===== config.mk =====
export PLATFORM = sky130hd
export DESIGN_NAME = sqe_jabber_sup
export DESIGN_NICKNAME = d
export VERILOG_FILES = /design/src/rtl/sjs_pkg.sv /design/src/rtl/sjs_timer.sv /design/src/rtl/sjs_fsm.sv /design/src/rtl/sqe_jabber_sup.sv
export SDC_FILE = /design/constraint.sdc
export NUM_CORES = 1
export LEC_CHECK = 0
export BUFFER_PORTS_ARGS = -buffer_cell sky130_fd_sc_hd__buf_2
export CORE_MARGIN = 2
export CORE_UTILIZATION = 55
export CTS_CLUSTER_SIZE = 16
export DETAILED_ROUTE_END_ITERATION = 8
export PLACE_DENSITY_LB_ADDON = 0.15
export REMOVE_ABC_BUFFERS = 1
export SYNTH_ARGS = -nofsm -noshare
export SYNTH_HDL_FRONTEND = slang
export SYNTH_SLANG_ARGS = --single-unit

===== constraint.sdc =====
create_clock -name clk -period 2.3 [get_ports clk]
set_clock_uncertainty 0.2 [all_clocks]
set_input_delay 0.115 -clock clk [delete_from_list [all_inputs] [get_ports clk]]
set_output_delay 0.115 -clock clk [all_outputs]
set_load 0.1 [all_outputs]

===== src/rtl/sjs_pkg.sv =====
package sjs_pkg;

    typedef enum logic [2:0] {
        SJS_IDLE    = 3'd0,
        SJS_SEND    = 3'd1,
        SJS_HOLDOFF = 3'd2,
        SJS_BEAT    = 3'd3,
        SJS_LOCK    = 3'd4
    } sjs_state_e;

    function automatic int sjs_max(input int a, input int b);
        return (a > b) ? a : b;
    endfunction

endpackage


===== src/rtl/sjs_timer.sv =====
module sjs_timer #(
    parameter int W = 8
) (
    input  logic         clk,
    input  logic         rst_n,
    input  logic         clr,
    input  logic         inc,
    output logic [W-1:0] cnt
);

    localparam logic [W-1:0] TOP = {W{1'b1}};

    always_ff @(posedge clk or negedge rst_n) begin
        if (!rst_n) begin
            cnt <= '0;
        end else if (clr) begin
            cnt <= '0;
        end else if (inc && (cnt != TOP)) begin
            cnt <= cnt + 1'b1;
        end
    end

endmodule


===== src/rtl/sjs_fsm.sv =====
module sjs_fsm
    import sjs_pkg::*;
#(
    parameter int JAB_TRIP_CYC  = 1000000,
    parameter int JAB_RECOV_CYC = 12500000,
    parameter int SQE_DELAY_CYC = 50,
    parameter int SQE_PULSE_CYC = 50,
    parameter int W             = 24
) (
    input  logic         clk,
    input  logic         rst_n,
    input  logic         mode_10,
    input  logic         tx_en,
    input  logic [W-1:0] cnt,
    output logic         cnt_clr,
    output logic         cnt_inc,
    output logic         col_out,
    output logic         tx_gate
);

    // comparison limits, derived once
    localparam logic [W-1:0] LIM_TRIP  = W'(JAB_TRIP_CYC - 1);
    localparam logic [W-1:0] LIM_RECOV = W'(JAB_RECOV_CYC);
    localparam logic [W-1:0] LIM_DELAY = W'(SQE_DELAY_CYC - 1);
    localparam logic [W-1:0] LIM_PULSE = W'(SQE_PULSE_CYC - 1);

    sjs_state_e state, state_n;

    // state register
    always_ff @(posedge clk or negedge rst_n) begin
        if (!rst_n) begin
            state <= SJS_IDLE;
        end else begin
            state <= state_n;
        end
    end

    // next state and timer control
    always_comb begin
        state_n = state;
        cnt_clr = 1'b0;
        cnt_inc = 1'b1;
        if (!mode_10) begin
            state_n = SJS_IDLE;
            cnt_clr = 1'b1;
        end else begin
            unique case (state)
                SJS_IDLE: begin
                    cnt_clr = 1'b1;
                    if (tx_en) begin
                        state_n = SJS_SEND;
                    end
                end
                SJS_SEND: begin
                    if (!tx_en) begin
                        state_n = SJS_HOLDOFF;
                        cnt_clr = 1'b1;
                    end else if (cnt == LIM_TRIP) begin
                        state_n = SJS_LOCK;
                        cnt_clr = 1'b1;
                    end
                end
                SJS_HOLDOFF: begin
                    if (tx_en) begin
                        state_n = SJS_SEND;
                        cnt_clr = 1'b1;
                    end else if (cnt == LIM_DELAY) begin
                        state_n = SJS_BEAT;
                        cnt_clr = 1'b1;
                    end
                end
                SJS_BEAT: begin
                    if (tx_en) begin
                        state_n = SJS_SEND;
                        cnt_clr = 1'b1;
                    end else if (cnt == LIM_PULSE) begin
                        state_n = SJS_IDLE;
                        cnt_clr = 1'b1;
                    end
                end
                SJS_LOCK: begin
                    if (tx_en) begin
                        cnt_clr = 1'b1;
                    end else if (cnt == LIM_RECOV) begin
                        state_n = SJS_IDLE;
                        cnt_clr = 1'b1;
                    end
                end
                default: begin
                    state_n = SJS_IDLE;
                    cnt_clr = 1'b1;
                end
            endcase
        end
    end

    // outputs
    always_comb begin
        col_out = 1'b0;
        tx_gate = 1'b1;
        if (mode_10) begin
            unique case (state)
                SJS_BEAT: col_out = 1'b1;
                SJS_LOCK: begin
                    col_out = 1'b1;
                    tx_gate = 1'b0;
                end
                default: begin
                    col_out = 1'b0;
                    tx_gate = 1'b1;
                end
            endcase
        end
    end

endmodule


===== src/rtl/sqe_jabber_sup.sv =====
module sqe_jabber_sup
    import sjs_pkg::*;
#(
    parameter int JAB_TRIP_CYC  = 1000000,
    parameter int JAB_RECOV_CYC = 12500000,
    parameter int SQE_DELAY_CYC = 50,
    parameter int SQE_PULSE_CYC = 50
) (
    input  logic clk,
    input  logic rst_n,
    input  logic mode_10,
    input  logic tx_en,
    output logic col_out,
    output logic tx_gate
);

    localparam int MAX_LIM = sjs_max(sjs_max(JAB_TRIP_CYC, JAB_RECOV_CYC),
                                     sjs_max(SQE_DELAY_CYC, SQE_PULSE_CYC));
    localparam int CNT_W   = $clog2(MAX_LIM + 2);

    logic [CNT_W-1:0] cnt;
    logic             cnt_clr;
    logic             cnt_inc;

    sjs_timer #(
        .W (CNT_W)
    ) u_timer (
        .clk   (clk),
        .rst_n (rst_n),
        .clr   (cnt_clr),
        .inc   (cnt_inc),
        .cnt   (cnt)
    );

    sjs_fsm #(
        .JAB_TRIP_CYC  (JAB_TRIP_CYC),
        .JAB_RECOV_CYC (JAB_RECOV_CYC),
        .SQE_DELAY_CYC (SQE_DELAY_CYC),
        .SQE_PULSE_CYC (SQE_PULSE_CYC),
        .W             (CNT_W)
    ) u_fsm (
        .clk     (clk),
        .rst_n   (rst_n),
        .mode_10 (mode_10),
        .tx_en   (tx_en),
        .cnt     (cnt),
        .cnt_clr (cnt_clr),
        .cnt_inc (cnt_inc),
        .col_out (col_out),
        .tx_gate (tx_gate)
    );

endmodule


==> metrics.md <==
| Metric | Value |
|---|---|
| Design area | 2056 um2 |
| Row cnt | 20 |
| Post-placement cell area | 1837 um2 |
| Post-synth cell types | 43 |
| Worst slew margin | 60.32% |
| Vias | 1583 |
| Clock buffer depth | 2 |
| Period Utilization, post-route | 100.3% |
| # IOs | 6 |
| Detail Route Antenna Nets | 0 |
| Synth warn | 0 |
| Sequential element share of the synthesized area | 40.00% |
| Residual DRC | 0 |
| Die H | 59.42 um |
| Post-Syn Area | 1689 um2 |
| Reg clk slew, reported paths | 0.14 ns |
| Adder-Cell Fraction of Synth Area | 2.222% |
| Worst path most repeated cell | buf_4 |
| Die area | between 3000 and 4000 um2 |
| Dominant cell type by area after synthesis | dfrtp_1 |
| Largest family of logic cells by synthesized area | simple AND/OR/NAND/NOR gates |
| WL/cell | ~16 um |
| Tightest Hold Check Type | in -> reg |
| Slowest stage delay, CP | 0.44 ns |
| Reg2reg end | u_timer.cnt[2] |
| Post-synth EDFFs | 0 |
| Cell family with most CP delay | simple AND/OR/NAND/NOR gates |
| Startpoint types | flop |
| Synth Register Bits | 27 |
| CP max FO | 6 |
| Max H-tree Level | 1 |
| Most instantiated cells after synthesis | dfrtp_1 (27), nor2_1 (27), xnor2_1 (17) |
| Hold_sp | mode_10 |
| IO buf count | 5 |
| Cells along the critical path | nor4_1 > nand4_1 > buf_4 > o21ba_4 > a211oi_4 > buf_4 > buf_6 > a211oi_1 |
| DR vias/cell | 6.184 |
| Mean post-synth cell area | 8.937 um2 |
| Drt total wl | 4172 um |
| Min-Delay Endpoint | u_fsm.state[1] |
| Final setup violation count | 1 |
| Top cells by area, synth | dfrtp_1 (40%), xnor2_1 (8.8%), nor2_1 (6.0%), nand3_1 (3.9%), a211oi_1 (3.6%) |
| DP HPWL | 2917 um |
| Pre-CTS setup slack | approximately 0.065 ns |
| Initial DRC Count | 88 |
| CP max-delay cell | dfrtp_1 |
| Synth top area share | 40.00% |
| Vias in the first global route | 1470 |
| Crit path setup slack, layout | -0.007417 ns |
| Syn Inst Count | roughly 190 |
| Reg-to-reg slack, setup | -0.007 ns |
| Post-layout min period | 2.307 ns |
| Worst VDD drop | 240.7 uV |
| Fraction of synthesized area in multiplexers | 0% |
| Area grow syn2layout | 21.70% |
| Total grt overflow | 0 |
| Synth Area in Compound Gates | 14.52% |
| Clk sink count | 27 |
| Crit path kind | reg -> reg |
| Arrival @ worst endpoint | 2.31 ns |
| Synth Area in XOR/XNOR | approximately a tenth |
| Diodes inserted | 0 |
| Violated checks | negative setup slack |
| Antenna violations before repair | 0 |
| Final Hold Vio Count | 0 |
| Crit. End Element | flop |
| Layout cells sized above 1 | 25.11% |
| Top_reg_cell synth | dfrtp_1 |
| Gpl congestion | 0.8682 |
| Async SR Flop Fraction | 100.0% |
| Clock root cell | clkbuf_4 |
| CTS tree | done |
| Drt pass-1 iters | 4 |
| Pwr dens | 370.7 nW/um2 |
| Worst-Skew Late Latency | ~0.32 ns |
| CTS Buf Count | 3 |
| Max Cap Viol | 0 |
| Initial Utilization | 56.72% |
| Total GRT Usage | 24.67% |
| WP buf/inv | 3 |
| First-pass GRT wire length | 6672 um |
| Worst-Margin Slew | 0.5951 ns |
| Core area | 2978 um2 |
| Final Net Count | 231 |
| CP required | between 2 and 2.5 ns |
| Chip width | 59.42 um |
| Maximum number of pins on one net before global-route repair | 28 |
| Final Slew Violations | 0 |
| Setup_tns | -0.007417 ns |
| Pleak | just under 0.8 nW |
| Reg2Reg Depth | 8 |
| Post-synthesis simple-gate area fraction | between 20% and 30% |
| Status | finished, violations left |
| Fmax | 433.4 MHz |
| Hold Crit Depth | 5 |
| Reg-to-Reg Start | u_timer.cnt[13] |
## routing by layer
layer / wire [um] / vias up / track usage (%)
li1: - / 749 / -
met1: 1782 / 762 / 33.11
met2: 2068 / 56 / 38.78
met3: 213 / 16 / 3.275
met4: 107 / 0 / 12.34
met5: 0 / - / 0
## metrics by stage
| stage | utilization [%] | total power, mW | hold slack, ns | cells |
|---|---|---|---|---|
| 4_1_cts | 63.24 | 0.7581 | 0.001554 | 241 |
| 6_report | 69.03 | 0.7620 | 0.01435 | 256 |
| 5_1_grt | 69.03 | 0.7974 | 0.03214 | 256 |
| 3_5_place_dp | 61.68 | 0.5516 | -0.03710 | 235 |
| 3_3_place_gp | 61.68 | 0.5501 | -0.04929 | 235 |
| 2_1_floorplan | - | 0.5262 | -0.3806 | 179 |
## kinds of logic (layout without fill, tap and decap cells)
logic type / count (synthesis) / after routing
simple gates: 93 / 93
fa+ha+maj: 3 / 3
flops: 27 / 27
compound gates: 33 / 33
buf+inv: 13 / 47
xor+xnor: 20 / 20
## tightest hold or removal path, stage by stage
cell and delay (ns):
buf_2 0.12, nand2b_1 0.11, nor2_1 0.06, o21ai_0 0.07, a31oi_1 0.04
## how the worst max path moves through the flow
| stage | from | to | cells past startpoint |
|---|---|---|---|
| CTS | u_timer.cnt[1] | u_timer.cnt[2] | 8 |
| global placement | u_timer.cnt[1] | u_timer.cnt[6] | 8 |
| finish | u_timer.cnt[13] | u_timer.cnt[2] | 8 |
| detailed placement | u_timer.cnt[8] | u_timer.cnt[2] | 6 |
| global route | u_timer.cnt[11] | u_timer.cnt[2] | 9 |
| floorplan | u_fsm.state[1] | u_timer.cnt[12] | 5 |
## final cells by class
cell class,instances,area (um2)
Clock buffer,4,26.28
Fill cell,240,922.1
Inverter,3,11.26
Multi-Input combinational cell,149,987.2
Sequential cell,27,678.2
Tap cell,33,41.29
Timing Repair Buffer,40,311.5
## power breakdown
part / leakage [nW] / internal (mW) / total, mW / switching (mW)
combinational: 0.408 / 0.0311 / 0.0731 / 0.0420
clock: 0.0150 / 0.0678 / 0.202 / 0.134
sequential: 0.373 / 0.479 / 0.487 / 0.00765
## sequential cells by signal, indices dropped and copies added, names as in the netlist
register	count
u_timer.cnt	24
u_fsm.state	3
## cells in the final DEF, fill, tap and decap left out, drive strengths merged, types with 2 or more instances in the layout
cell and n:
and2 3, and4 4, buf 38, or3 2, nand3 13, nand2 15
o21ai 3, a211oi 9, ha 3, dlygate4sd3 2, nor4 4, nand3b 3
xnor2 17, nor3 4, nor2b 2, nand4 7, a21oi 8, a2111oi 3
inv 3, or4 2, dfrtp 27, clkbuf 4, xor2 3, nor2 27
and3 4
## repair_timing
item	in CTS	in global routing
hold buffers	2	0
hold endpoints to repair	29	0
gates resized for setup	0	16
buffers inserted	0	13
endpoints found under the setup margin	0	24
No activity file was read; power rests on OpenSTA's default activity.
